--- src/rtl/spimem_pkg.sv ---
package spimem_pkg;
  localparam int BYTE_W = 8;

  typedef enum logic [2:0] {
    OP_NONE  = 3'd0,
    OP_WREN  = 3'd1,
    OP_WRDI  = 3'd2,
    OP_RDSR  = 3'd3,
    OP_WRSR  = 3'd4,
    OP_READ  = 3'd5,
    OP_WRITE = 3'd6
  } op_e;

  typedef enum logic [2:0] {
    ST_IDLE,
    ST_OPC,
    ST_ADDR,
    ST_RDATA,
    ST_SDATA,
    ST_WDATA,
    ST_SWR,
    ST_DROP
  } st_e;
endpackage

--- src/rtl/spimem_sync.sv ---
module spimem_sync #(
  parameter int         N       = 4,
  parameter int         STAGES  = 2,
  parameter logic [N-1:0] RST_VAL = '0
) (
  input  logic         clk,
  input  logic         rst_n,
  input  logic [N-1:0] d_i,
  output logic [N-1:0] q_o
);
  logic [N-1:0] stg [STAGES];

  always_ff @(posedge clk or negedge rst_n) begin
    if (!rst_n) begin
      for (int k = 0; k < STAGES; k++) stg[k] <= RST_VAL;
    end else begin
      stg[0] <= d_i;
      for (int k = 1; k < STAGES; k++) stg[k] <= stg[k-1];
    end
  end

  assign q_o = stg[STAGES-1];
endmodule

--- src/rtl/spimem_link.sv ---
module spimem_link (
  input  logic clk,
  input  logic rst_n,
  input  logic sck_s,
  input  logic cs_s,
  input  logic hold_s,
  output logic sck_rise,
  output logic sck_fall,
  output logic cs_fall,
  output logic cs_rise,
  output logic held
);
  logic sck_q, cs_q, held_q;
  logic held_d;

  // pause state only changes while the serial clock is low
  always_comb begin
    held_d = held_q;
    if (!sck_s) held_d = ~hold_s;
  end

  always_ff @(posedge clk or negedge rst_n) begin
    if (!rst_n) begin
      sck_q  <= 1'b0;
      cs_q   <= 1'b1;
      held_q <= 1'b0;
    end else begin
      sck_q  <= sck_s;
      cs_q   <= cs_s;
      held_q <= held_d;
    end
  end

  assign sck_rise = sck_s & ~sck_q & ~held_q & ~cs_s;
  assign sck_fall = ~sck_s & sck_q & ~held_q & ~cs_s;
  assign cs_fall  = ~cs_s & cs_q;
  assign cs_rise  = cs_s & ~cs_q;
  assign held     = held_q;
endmodule

--- src/rtl/spimem_opdec.sv ---
module spimem_opdec
  import spimem_pkg::*;
(
  input  logic [BYTE_W-1:0] code_i,
  output op_e               op_o,
  output logic              valid_o
);
  always_comb begin
    op_o    = OP_NONE;
    valid_o = 1'b0;
    if (code_i[7:4] == 4'b0000) begin
      valid_o = 1'b1;
      unique case (code_i[2:0])
        3'b110:  op_o = OP_WREN;
        3'b100:  op_o = OP_WRDI;
        3'b101:  op_o = OP_RDSR;
        3'b001:  op_o = OP_WRSR;
        3'b011:  op_o = OP_READ;
        3'b010:  op_o = OP_WRITE;
        default: valid_o = 1'b0;
      endcase
    end
  end
endmodule

--- src/rtl/spimem_front.sv ---
module spimem_front
  import spimem_pkg::*;
#(
  parameter int ADDR_W  = 11,
  parameter int AFLD_W  = 16,
  parameter int PAGE_W  = 5,
  parameter int SYNC_N  = 2
) (
  input  logic              clk,
  input  logic              rst_n,
  input  logic              sck_i,
  input  logic              cs_n_i,
  input  logic              si_i,
  input  logic              hold_n_i,
  input  logic              busy_i,
  input  logic [7:0]        rd_data_i,
  input  logic [7:0]        status_i,
  output logic              so_o,
  output logic              so_oe_o,
  output logic [ADDR_W-1:0] rd_addr_o,
  output logic              op_stb_o,
  output logic [2:0]        op_o,
  output logic              wbyte_stb_o,
  output logic [7:0]        wbyte_o,
  output logic [ADDR_W-1:0] wbyte_addr_o,
  output logic              cs_rise_o
);
  localparam int CNT_W = $clog2(AFLD_W);
  localparam logic [CNT_W-1:0] BYTE_LAST = CNT_W'(BYTE_W - 1);
  localparam logic [CNT_W-1:0] AFLD_LAST = CNT_W'(AFLD_W - 1);

  logic [3:0] pins_s;
  logic sck_s, cs_s, si_s, hold_s;
  logic sck_rise, sck_fall, cs_fall, cs_rise, held;

  spimem_sync #(.N(4), .STAGES(SYNC_N), .RST_VAL(4'b1010)) u_sync (
    .clk(clk), .rst_n(rst_n),
    .d_i({hold_n_i, si_i, cs_n_i, sck_i}),
    .q_o(pins_s)
  );
  assign {hold_s, si_s, cs_s, sck_s} = pins_s;

  spimem_link u_link (
    .clk(clk), .rst_n(rst_n),
    .sck_s(sck_s), .cs_s(cs_s), .hold_s(hold_s),
    .sck_rise(sck_rise), .sck_fall(sck_fall),
    .cs_fall(cs_fall), .cs_rise(cs_rise), .held(held)
  );

  st_e                 st_q, st_d;
  op_e                 op_q, op_d, dec_op;
  logic                dec_ok;
  logic [CNT_W-1:0]    cnt_q, cnt_d;
  logic [AFLD_W-2:0]   shin_q, shin_d;
  logic [ADDR_W-1:0]   addr_q, addr_d;
  logic [7:0]          shout_q, shout_d;
  logic                oe_q, oe_d;
  logic                ostb_q, ostb_d;
  logic                wstb_q, wstb_d;
  logic [7:0]          wb_q, wb_d;
  logic [ADDR_W-1:0]   wba_q, wba_d;
  logic                csr_q;
  logic [AFLD_W-1:0]   word_in;
  logic [7:0]          byte_in;

  assign word_in = {shin_q, si_s};
  assign byte_in = word_in[7:0];

  spimem_opdec u_dec (.code_i(byte_in), .op_o(dec_op), .valid_o(dec_ok));

  always_comb begin
    st_d    = st_q;
    op_d    = op_q;
    cnt_d   = cnt_q;
    shin_d  = shin_q;
    addr_d  = addr_q;
    shout_d = shout_q;
    oe_d    = oe_q;
    ostb_d  = 1'b0;
    wstb_d  = 1'b0;
    wb_d    = wb_q;
    wba_d   = wba_q;
    if (cs_fall) begin
      st_d  = ST_OPC;
      op_d  = OP_NONE;
      cnt_d = '0;
      oe_d  = 1'b0;
    end else if (cs_s) begin
      st_d = ST_IDLE;
      oe_d = 1'b0;
    end else begin
      unique case (st_q)
        ST_OPC: if (sck_rise) begin
          shin_d = word_in[AFLD_W-2:0];
          cnt_d  = cnt_q + 1'b1;
          if (cnt_q == BYTE_LAST) begin
            cnt_d = '0;
            if (!dec_ok || (busy_i && dec_op != OP_RDSR)) begin
              st_d = ST_DROP;
            end else begin
              op_d   = dec_op;
              ostb_d = 1'b1;
              unique case (dec_op)
                OP_RDSR:            st_d = ST_SDATA;
                OP_WRSR:            st_d = ST_SWR;
                OP_READ, OP_WRITE:  st_d = ST_ADDR;
                default:            st_d = ST_DROP;
              endcase
            end
          end
        end
        ST_ADDR: if (sck_rise) begin
          shin_d = word_in[AFLD_W-2:0];
          cnt_d  = cnt_q + 1'b1;
          if (cnt_q == AFLD_LAST) begin
            cnt_d  = '0;
            addr_d = word_in[ADDR_W-1:0];
            st_d   = (op_q == OP_READ) ? ST_RDATA : ST_WDATA;
          end
        end
        ST_RDATA, ST_SDATA: begin
          if (sck_fall) begin
            oe_d = 1'b1;
            if (cnt_q == '0) shout_d = (st_q == ST_RDATA) ? rd_data_i : status_i;
            else             shout_d = {shout_q[6:0], 1'b0};
          end else if (sck_rise) begin
            cnt_d = cnt_q + 1'b1;
            if (cnt_q == BYTE_LAST) begin
              cnt_d = '0;
              if (st_q == ST_RDATA) addr_d = addr_q + ADDR_W'(1);
            end
          end
        end
        ST_WDATA, ST_SWR: if (sck_rise) begin
          shin_d = word_in[AFLD_W-2:0];
          cnt_d  = cnt_q + 1'b1;
          if (cnt_q == BYTE_LAST) begin
            cnt_d  = '0;
            wstb_d = 1'b1;
            wb_d   = byte_in;
            wba_d  = addr_q;
            if (st_q == ST_WDATA)
              addr_d = {addr_q[ADDR_W-1:PAGE_W], addr_q[PAGE_W-1:0] + PAGE_W'(1)};
            else
              st_d = ST_DROP;
          end
        end
        default: ;
      endcase
    end
  end

  always_ff @(posedge clk or negedge rst_n) begin
    if (!rst_n) begin
      st_q    <= ST_IDLE;
      op_q    <= OP_NONE;
      cnt_q   <= '0;
      shin_q  <= '0;
      addr_q  <= '0;
      shout_q <= '0;
      oe_q    <= 1'b0;
      ostb_q  <= 1'b0;
      wstb_q  <= 1'b0;
      wb_q    <= '0;
      wba_q   <= '0;
      csr_q   <= 1'b0;
    end else begin
      st_q    <= st_d;
      op_q    <= op_d;
      cnt_q   <= cnt_d;
      shin_q  <= shin_d;
      addr_q  <= addr_d;
      shout_q <= shout_d;
      oe_q    <= oe_d;
      ostb_q  <= ostb_d;
      wstb_q  <= wstb_d;
      wb_q    <= wb_d;
      wba_q   <= wba_d;
      csr_q   <= cs_rise;
    end
  end

  assign so_o         = shout_q[7];
  assign so_oe_o      = oe_q & ~held & ~cs_s;
  assign rd_addr_o    = addr_q;
  assign op_stb_o     = ostb_q;
  assign op_o         = op_q;
  assign wbyte_stb_o  = wstb_q;
  assign wbyte_o      = wb_q;
  assign wbyte_addr_o = wba_q;
  assign cs_rise_o    = csr_q;
endmodule

--- config.mk ---
export PLATFORM = sky130hd
export DESIGN_NAME = spimem_front
export DESIGN_NICKNAME = d
export VERILOG_FILES = /design/src/rtl/spimem_pkg.sv /design/src/rtl/spimem_sync.sv /design/src/rtl/spimem_link.sv /design/src/rtl/spimem_opdec.sv /design/src/rtl/spimem_front.sv
export SDC_FILE = /design/constraint.sdc
export NUM_CORES = 1
export LEC_CHECK = 0
export BUFFER_PORTS_ARGS = -buffer_cell sky130_fd_sc_hd__buf_2
export CORE_UTILIZATION = 61
export DETAILED_ROUTE_END_ITERATION = 12
export PLACE_DENSITY = 0.9
export SYNTH_ARGS = -nofsm -noshare
export SYNTH_HDL_FRONTEND = slang
export SYNTH_SLANG_ARGS = --single-unit
--- constraint.sdc ---
create_clock -name clk -period 4.9 [get_ports clk]
set_input_delay 0.98 -clock clk [delete_from_list [all_inputs] [get_ports clk]]
set_output_delay 0.98 -clock clk [all_outputs]
set_load 0.01 [all_outputs]
==> flow_results.xml, run 1 <==
<?xml version="1.0" encoding="UTF-8"?>
<metrics>
  <group name="yosys">
    <metric name="synth.ff_latch_count" unit="">73</metric>
    <metric name="synth.yosys.warnings" unit="">0</metric>
    <metric name="synth_enable_flop_cells" unit="">0</metric>
    <metric name="asr_flop_ratio_synth" unit="%">100.0</metric>
    <metric name="postSynth.topFlopCell" unit="">sky130_fd_sc_hd__dfrtp_1</metric>
    <metric name="syn-mean-instance-area" unit="um^2">11.07</metric>
    <metric name="synth_top_area_share" unit="%">45.90</metric>
    <metric name="synth.cell_area" unit="mm^2">0.003707</metric>
    <metric name="sequential_share_of_the_synthesized_area" unit="%">49.44</metric>
    <metric name="post_synth_inst_count" unit="">335</metric>
    <metric name="synthDistinctLibCells" unit="">63</metric>
    <metric name="top_cells_by_area_synth" unit="">sky130_fd_sc_hd__dfrtp_1, sky130_fd_sc_hd__mux2_2, sky130_fd_sc_hd__mux2i_1</metric>
    <metric name="netlist.top_cell.by_area" unit="">sky130_fd_sc_hd__dfrtp_1</metric>
    <metric name="synth_fp_nets" unit="">361</metric>
  </group>
  <group name="timing">
    <metric name="hold_viol" unit="">0</metric>
    <metric name="slew_headroom" unit="%">26.53</metric>
    <metric name="clock-skew-final" unit="ns">0.01516</metric>
    <metric name="setup_repair_after_global_routing_missed_its_margin" unit="">false</metric>
    <metric name="timing.final.crit_period" unit="ns">2.503</metric>
    <metric name="setup_viol" unit="">0</metric>
    <metric name="finalSetupTns" unit="ns">0</metric>
    <metric name="achievable-frequency" unit="MHz">399.5</metric>
    <metric name="worst_pin_slew" unit="ns">1.097</metric>
    <metric name="maxSlewViolCount" unit="">0</metric>
    <metric name="final_min_period_over_clock_period" unit="%">51.09</metric>
  </group>
  <group name="hold_path">
    <metric name="min-delay-path-class" unit="">register to register</metric>
  </group>
  <group name="setup_path">
    <metric name="crit_slowest_cell" unit="">sky130_fd_sc_hd__and3b_1</metric>
    <metric name="worst_setup_path_type" unit="">register to register</metric>
    <metric name="worst_setup_path_end_kind" unit="">register</metric>
    <metric name="timing.critical_path.buf_inv" unit="">0</metric>
    <metric name="path_cells" unit="">and3b_1 &gt; o211ai_1 &gt; a211oi_1 &gt; a21o_1</metric>
    <metric name="cpLargestDelayFamily" unit="">compound AO/OA/AOI/OAI gates</metric>
    <metric name="crit_path_start_kind" unit="">register</metric>
    <metric name="crit_fanout" unit="">18</metric>
    <metric name="timing.critical_path.required" unit="ns">5.18</metric>
    <metric name="cp_slowest_stage_delay" unit="ns">0.71</metric>
    <metric name="worst_ep_arrival_time" unit="ns">2.79</metric>
  </group>
  <group name="layout">
    <metric name="multiInputGateArea" unit="mm^2">0.001752</metric>
    <metric name="syn2layout_area_growth" unit="%">14.44</metric>
    <metric name="ff_latch_area" unit="mm^2">0.001833</metric>
    <metric name="fin_nets" unit="">415</metric>
    <metric name="n_antenna_cell" unit="">0</metric>
    <metric name="final_layout_size_suffix_gt1_share" unit="%">31.98</metric>
    <metric name="fillCellCount" unit="">431</metric>
    <metric name="layout.cells.non_filler" unit="">469</metric>
  </group>
  <group name="placement">
    <metric name="placed_cells" unit="">453</metric>
    <metric name="hpwlAfterDp" unit="um">5263</metric>
    <metric name="portBuffers" unit="">60</metric>
    <metric name="finalWeightedCongestion" unit="">0.8969</metric>
  </group>
  <group name="cts">
    <metric name="cts_root_buf" unit="">sky130_fd_sc_hd__clkbuf_8</metric>
    <metric name="clock_sinks" unit="">73</metric>
    <metric name="worst_skew_pair.late_latency" unit="ns">0.35</metric>
    <metric name="ctsHoldBuffers" unit="">0</metric>
    <metric name="cts_setup_buffers" unit="">0</metric>
    <metric name="clk_path_buf_depth" unit="">2</metric>
    <metric name="cts_resized" unit="">0</metric>
    <metric name="cts-htree-levels" unit="">3</metric>
    <metric name="cts_buffers" unit="">9</metric>
    <metric name="cts.clk_slew.worst_paths" unit="ns">0.07</metric>
    <metric name="cts_tree" unit="">yes</metric>
  </group>
  <group name="floorplan">
    <metric name="die_area" unit="mm^2">0.006394</metric>
    <metric name="initial_utilization" unit="%">62.99</metric>
    <metric name="die_h" unit="um">79.96</metric>
    <metric name="floorplan.die.width" unit="um">79.96</metric>
    <metric name="design.core.area" unit="mm^2">0.005886</metric>
    <metric name="rows" unit="">28</metric>
    <metric name="boundaryPins" unit="">61</metric>
  </group>
  <group name="global_routing">
    <metric name="grt_start_max_net_pins" unit="">42</metric>
    <metric name="first_global_vias" unit="">2712</metric>
    <metric name="groute.usage.overall" unit="%">26.27</metric>
    <metric name="first_pass_grt_wire_length" unit="um">12770</metric>
    <metric name="grt_remaining_overflow" unit="">0</metric>
    <metric name="grt_antenna_before_repair" unit="">0</metric>
  </group>
  <group name="drt">
    <metric name="drt_wl_total" unit="um">7760</metric>
    <metric name="post_drt_via_cell_ratio" unit="">6.181</metric>
    <metric name="average_routed_wire_per_standard_cell" unit="um">16.55</metric>
    <metric name="drt_pre_antenna_iters" unit="">5</metric>
    <metric name="initial_drt_markers" unit="">259</metric>
    <metric name="num_vias" unit="">2899</metric>
    <metric name="drc_errors" unit="">0</metric>
    <metric name="postRouteAntennaNets" unit="">0</metric>
  </group>
  <group name="power">
    <metric name="max-vdd-ir-drop" unit="V">0.0002171</metric>
    <metric name="cellPowerDensity" unit="mW/mm^2">289.8</metric>
    <metric name="p_leak" unit="nW">2.011</metric>
  </group>
  <group name="outcome">
    <metric name="run_status" unit="">completed</metric>
  </group>
  <group name="job">
    <metric name="maxCapViolCount" unit="">0</metric>
  </group>
</metrics>
==> cells in the mapped netlist (2+ instances only) <==
library cell               count
sky130_fd_sc_hd__dfrtp_1      68
sky130_fd_sc_hd__mux2_2       33
sky130_fd_sc_hd__o21ai_0      17
sky130_fd_sc_hd__nor2_1       16
sky130_fd_sc_hd__mux2i_1      14
sky130_fd_sc_hd__nand2_1      13
sky130_fd_sc_hd__a21oi_1      12
sky130_fd_sc_hd__nand3_1      10
sky130_fd_sc_hd__a211oi_1      8
sky130_fd_sc_hd__buf_2         8
sky130_fd_sc_hd__clkbuf_1      8
sky130_fd_sc_hd__nor2b_1       8
sky130_fd_sc_hd__o31ai_1       8
sky130_fd_sc_hd__a21o_1        7
sky130_fd_sc_hd__inv_1         7
sky130_fd_sc_hd__a32oi_1       6
sky130_fd_sc_hd__nand4_1       6
sky130_fd_sc_hd__a22oi_1       5
sky130_fd_sc_hd__a31oi_1       5
sky130_fd_sc_hd__and3_1        5
sky130_fd_sc_hd__dfstp_2       5
sky130_fd_sc_hd__nor3_1        5
sky130_fd_sc_hd__nor3b_1       5
sky130_fd_sc_hd__nand2b_1      4
sky130_fd_sc_hd__or3_1         4
sky130_fd_sc_hd__ha_1          3
sky130_fd_sc_hd__and2_0        2
sky130_fd_sc_hd__and2_1        2
sky130_fd_sc_hd__and2_2        2
sky130_fd_sc_hd__buf_6         2
sky130_fd_sc_hd__nand3b_1      2
sky130_fd_sc_hd__or4_1         2
sky130_fd_sc_hd__xnor2_1       2
sky130_fd_sc_hd__xor2_1        2
==> metrics by stage <==
stage | hold WS (ns) | utilization (%) | power (W) | instance area [um^2] | worst slack [ns]
6_report | 0.3537 | 72.09 | 0.001229 | 4243 | 2.397
5_1_grt | 0.3573 | 72.09 | 0.001273 | 4243 | 2.062
4_1_cts | 0.3563 | 72.09 | 0.001235 | 4243 | 2.375
3_5_place_dp | 0.3404 | 68.30 | 0.0007134 | 4020 | 2.438
3_3_place_gp | 0.3329 | 68.30 | 0.0007100 | 4020 | 2.567
2_1_floorplan | 0.3312 | - | 0.0006809 | 3707 | 2.982
==> state kept, by name, summed over array words and instances (netlist names) <==
signal / count
cnt_q: 4
cs_rise_o: 1
oe_q: 1
op_o: 3
op_stb_o: 1
rd_addr_o: 11
shin_q: 10
shout_q: 8
st_q: 3
u_link.cs_q: 1
u_link.held: 1
u_link.sck_q: 1
u_sync.q_o: 4
u_sync.stg: 4
wbyte_addr_o: 11
wbyte_o: 8
wbyte_stb_o: 1
==> layer usage <==
metal | part of all wire (%) | global-route usage (%) | vias up
li1 | - | - | 1359
met4 | 1.8 | 11.43 | 0
met1 | 45 | 36.51 | 1425
met2 | 48 | 39.91 | 101
met3 | 5.1 | 5.257 | 14
met5 | 0 | 0 | -
==> where the power goes <==
| part | total [W] | switching (W) | internal, W |
|---|---|---|---|
| logic | 0.0000666 | 0.0000371 | 0.0000295 |
| clock network | 0.000527 | 0.000211 | 0.000316 |
| registers | 0.000636 | 0.0000201 | 0.000616 |
| total | 0.00123 | 0.000269 | 0.000961 |
==> final cells by class <==
class,count,share of cell area (%)
multi-input combinational,236,41.29
clock buffer,14,3.834
inverter,7,0.6193
tap,75,2.212
sequential,73,43.20
timing repair buffer,62,7.431
clock inverter,2,1.416
==> cell usage in the layout (no fill, tap or decap), types with 2 or more instances in the layout <==
cell                        count
sky130_fd_sc_hd__a211oi_1       8
sky130_fd_sc_hd__a21o_1         7
sky130_fd_sc_hd__a21oi_1       12
sky130_fd_sc_hd__a22oi_1        5
sky130_fd_sc_hd__a31oi_1        5
sky130_fd_sc_hd__a32oi_1        6
sky130_fd_sc_hd__and2_0         2
sky130_fd_sc_hd__and2_1         2
sky130_fd_sc_hd__and2_2         2
sky130_fd_sc_hd__and3_1         5
sky130_fd_sc_hd__buf_2         60
sky130_fd_sc_hd__buf_4          2
sky130_fd_sc_hd__bufinv_16      2
sky130_fd_sc_hd__clkbuf_1       3
sky130_fd_sc_hd__clkbuf_8      11
sky130_fd_sc_hd__dfrtp_1       68
sky130_fd_sc_hd__dfstp_2        5
sky130_fd_sc_hd__ha_1           3
sky130_fd_sc_hd__inv_1          7
sky130_fd_sc_hd__mux2_2        33
sky130_fd_sc_hd__mux2i_1       14
sky130_fd_sc_hd__nand2_1       13
sky130_fd_sc_hd__nand2b_1       4
sky130_fd_sc_hd__nand3_1       10
sky130_fd_sc_hd__nand3b_1       2
sky130_fd_sc_hd__nand4_1        6
sky130_fd_sc_hd__nor2_1        16
sky130_fd_sc_hd__nor2b_1        8
sky130_fd_sc_hd__nor3_1         5
sky130_fd_sc_hd__nor3b_1        5
sky130_fd_sc_hd__o21ai_0       17
sky130_fd_sc_hd__o31ai_1        8
sky130_fd_sc_hd__or3_1          4
sky130_fd_sc_hd__or4_1          2
sky130_fd_sc_hd__xnor2_1        2
sky130_fd_sc_hd__xor2_1         2
==> final timing paths <==
| check | depth (start not counted) | start | end | slack, ns |
|---|---|---|---|---|
| min in group asynchronous | 1 | rst_n | wbyte_addr_o[6] | 0.67 |
| worst max-delay path | 4 | st_q[0] | shout_q[4] | 2.40 |
| worst max register to register | 4 | st_q[0] | shout_q[4] | 2.40 |
| worst min-delay path | 0 | u_sync.stg[7] | u_sync.q_o[3] | 0.35 |
| max in group asynchronous | 2 | rst_n | u_link.cs_q | 3.23 |
| worst min register to register | 0 | u_sync.stg[7] | u_sync.q_o[3] | 0.35 |
==> cells by family (layout without fill, tap and decap cells) <==
kind of cell    Yosys count  after routing  share of synthesized area (%)
fa+ha+maj                 3              3                          1.013
mux                      47             47                          13.80
compound gates           82             82                          15.19
simple gates            100            100                          16.30
flops                    73             73                          49.44
xor+xnor                  4              4                         0.9452
buf+inv                  26             85                          3.308
No activity file was read; power rests on OpenSTA's default activity.
==> inputs of run 2 (changes only) <==
- CORE_UTILIZATION: 61 -> 51
- PLACE_DENSITY: 0.9 -> 0.81
- clock period: 4.9 -> 2.01 ns (I/O delays scaled with it)
==> flow_results.xml, run 2 (synthesis gave the netlist of run 1 again) <==
<?xml version="1.0" encoding="UTF-8"?>
<metrics>
  <group name="drt">
    <metric name="initial_drt_markers" unit="">183</metric>
    <metric name="drt_pre_antenna_iters" unit="">5</metric>
    <metric name="post_drt_via_cell_ratio" unit="">5.765</metric>
    <metric name="postRouteAntennaNets" unit="">0</metric>
    <metric name="num_vias" unit="">2917</metric>
    <metric name="drc_errors" unit="">0</metric>
    <metric name="average_routed_wire_per_standard_cell" unit="um">15.46</metric>
    <metric name="drt_wl_total" unit="um">7823</metric>
  </group>
  <group name="cts">
    <metric name="cts_buffers" unit="">9</metric>
    <metric name="clk_path_buf_depth" unit="">2</metric>
    <metric name="clock_sinks" unit="">73</metric>
    <metric name="worst_skew_pair.late_latency" unit="ns">0.35</metric>
    <metric name="cts.clk_slew.worst_paths" unit="ns">0.07</metric>
    <metric name="cts-htree-levels" unit="">3</metric>
    <metric name="cts_tree" unit="">yes</metric>
    <metric name="cts_root_buf" unit="">sky130_fd_sc_hd__clkbuf_8</metric>
  </group>
  <group name="setup_path">
    <metric name="timing.critical_path.buf_inv" unit="">0</metric>
    <metric name="regToRegSetupSlack" unit="ns">0.07</metric>
    <metric name="cpLargestDelayFamily" unit="">simple AND/OR/NAND/NOR gates</metric>
    <metric name="worst-r2r-cell-count" unit="">4</metric>
    <metric name="rr_endpoint" unit="">rd_addr_o[0]</metric>
    <metric name="timing.critical_path.required" unit="ns">2.24</metric>
    <metric name="worst_setup_path_end_kind" unit="">register</metric>
    <metric name="worst_ep_arrival_time" unit="ns">2.18</metric>
    <metric name="cp_slowest_stage_delay" unit="ns">0.57</metric>
    <metric name="crit_slowest_cell" unit="">sky130_fd_sc_hd__dfrtp_1</metric>
    <metric name="r2r_start" unit="">st_q[1]</metric>
    <metric name="path_cells" unit="">nand2b_1 &gt; or2_2 &gt; a221o_2 &gt; mux2_2</metric>
    <metric name="worst_setup_path_type" unit="">register to register</metric>
    <metric name="crit_fanout" unit="">12</metric>
    <metric name="crit_cells" unit="">4</metric>
    <metric name="crit_path_start_kind" unit="">register</metric>
  </group>
  <group name="outcome">
    <metric name="run_status" unit="">completed</metric>
  </group>
  <group name="placement">
    <metric name="dpl_cell_area" unit="mm^2">0.004164</metric>
    <metric name="portBuffers" unit="">60</metric>
    <metric name="hpwlAfterDp" unit="um">5408</metric>
    <metric name="placed_cells" unit="">488</metric>
    <metric name="finalWeightedCongestion" unit="">0.9391</metric>
  </group>
  <group name="floorplan">
    <metric name="boundaryPins" unit="">61</metric>
    <metric name="die_h" unit="um">87.26</metric>
    <metric name="rows" unit="">30</metric>
    <metric name="floorplan.die.width" unit="um">87.26</metric>
    <metric name="initial_utilization" unit="%">53.68</metric>
    <metric name="die_area" unit="mm^2">0.007614</metric>
    <metric name="design.core.area" unit="mm^2">0.006907</metric>
  </group>
  <group name="layout">
    <metric name="n_antenna_cell" unit="">0</metric>
    <metric name="final_common_cell" unit="">sky130_fd_sc_hd__dfrtp_1</metric>
    <metric name="final_design_area_no_fill" unit="mm^2">0.004434</metric>
    <metric name="fin_nets" unit="">431</metric>
    <metric name="final_layout_size_suffix_gt1_share" unit="%">35.37</metric>
    <metric name="syn2layout_area_growth" unit="%">19.61</metric>
    <metric name="layout.cells.non_filler" unit="">506</metric>
    <metric name="final_cell_mix" unit="">sky130_fd_sc_hd__dfrtp_1, sky130_fd_sc_hd__buf_2, sky130_fd_sc_hd__mux2_2</metric>
  </group>
  <group name="global_routing">
    <metric name="first_global_vias" unit="">2732</metric>
    <metric name="first_pass_grt_wire_length" unit="um">12800</metric>
    <metric name="grt_antenna_before_repair" unit="">0</metric>
    <metric name="grt_remaining_overflow" unit="">0</metric>
    <metric name="grt_start_max_net_pins" unit="">74</metric>
    <metric name="groute.usage.overall" unit="%">22.48</metric>
  </group>
  <group name="timing">
    <metric name="hold-worst-slack" unit="ns">0.06983</metric>
    <metric name="setup_viol" unit="">0</metric>
    <metric name="timing.final.crit_period" unit="ns">1.942</metric>
    <metric name="final_min_period_over_clock_period" unit="%">96.59</metric>
    <metric name="maxSlewViolCount" unit="">0</metric>
    <metric name="clock-skew-final" unit="ns">0.005183</metric>
    <metric name="setup_repair_after_global_routing_missed_its_margin" unit="">true</metric>
    <metric name="slew_headroom" unit="%">61.68</metric>
    <metric name="hold_viol" unit="">0</metric>
    <metric name="worst_pin_slew" unit="ns">0.5699</metric>
    <metric name="achievable-frequency" unit="MHz">515.1</metric>
  </group>
  <group name="power">
    <metric name="max-vdd-ir-drop" unit="V">0.0004601</metric>
    <metric name="p_leak" unit="nW">2.109</metric>
    <metric name="cellPowerDensity" unit="mW/mm^2">707.6</metric>
  </group>
  <group name="hold_path">
    <metric name="min-delay-path-class" unit="">input pin to async pin</metric>
  </group>
  <group name="job">
    <metric name="maxCapViolCount" unit="">0</metric>
  </group>
</metrics>
-- run 2: cell types whose count changed in the layout (fill, tap and decap cells not counted), sizes merged --
| cell | delta |
|---|---|
| clkbuf | -2 |
| clkinv | +1 |
| buf | +16 |
| bufinv | +1 |
-- run 2: cell type report --
| type | instances | area [um^2] |
|---|---|---|
| Clock buffer | 12 | 155.1 |
| Clock inverter | 4 | 98.84 |
| Fill cell | 581 | 2472 |
| Inverter | 7 | 26.28 |
| Multi-Input combinational cell | 236 | 1752 |
| Sequential cell | 73 | 1834 |
| Tap cell | 96 | 120.1 |
| Timing Repair Buffer | 78 | 447.9 |
-- run 2: worst max path at each step --
stage	startpoint	endpoint	slack (ns)
global route	st_q[2]	op_o[2]	-0.03
CTS	u_link.sck_q	wbyte_addr_o[8]	0.08
finish	st_q[1]	rd_addr_o[0]	0.07
floorplan	u_sync.q_o[1]	rd_addr_o[1]	0.09
global placement	st_q[1]	rd_addr_o[0]	0.16
detailed placement	u_link.sck_q	wbyte_addr_o[10]	0.09
-- run 2: metal layers --
layer / wire [um] / part of all wire [%] / global-route usage (%) / up-vias
li1: - / - / - / 1390
met1: 3517 / 45 / 29.44 / 1402
met2: 3640 / 47 / 34.45 / 106
met3: 487 / 6.2 / 7.109 / 19
met4: 178 / 2.3 / 9.687 / 0
met5: 0 / 0 / 0 / -
-- run 2: repair_timing --
action | CTS | global route
gates resized for setup | 0 | 3
buffers inserted | 0 | 2
hold buffers | 0 | 0
setup endpoints to repair | 0 | 27
-- run 2: power breakdown --
group / total (W) / internal [W] / switching (W)
combinational: 0.000174 / 0.0000810 / 0.0000929
sequential: 0.00155 / 0.00150 / 0.0000461
clock: 0.00142 / 0.000895 / 0.000522
total: 0.00314 / 0.00248 / 0.000661
-- run 2: stage by stage --
| stage | setup TNS (ns) | setup slack, ns | utilization (%) | total power, W |
|---|---|---|---|---|
| 6_report | 0 | 0.06846 | 64.20 | 0.003138 |
| 5_1_grt | -0.08414 | -0.03018 | 64.20 | 0.003264 |
| 4_1_cts | 0 | 0.07500 | 63.97 | 0.003171 |
| 3_5_place_dp | 0 | 0.09035 | 60.29 | 0.001750 |
| 3_3_place_gp | 0 | 0.1586 | 60.29 | 0.001739 |
| 2_1_floorplan | 0 | 0.09198 | - | 0.001660 |
-- run 2: worst register-to-register path, cell delays in order, from the launching register on --
cell	delay (ns)
sky130_fd_sc_hd__dfrtp_1	0.57
sky130_fd_sc_hd__nand2b_1	0.18
sky130_fd_sc_hd__or2_2	0.42
sky130_fd_sc_hd__a221o_2	0.39
sky130_fd_sc_hd__mux2_2	0.26
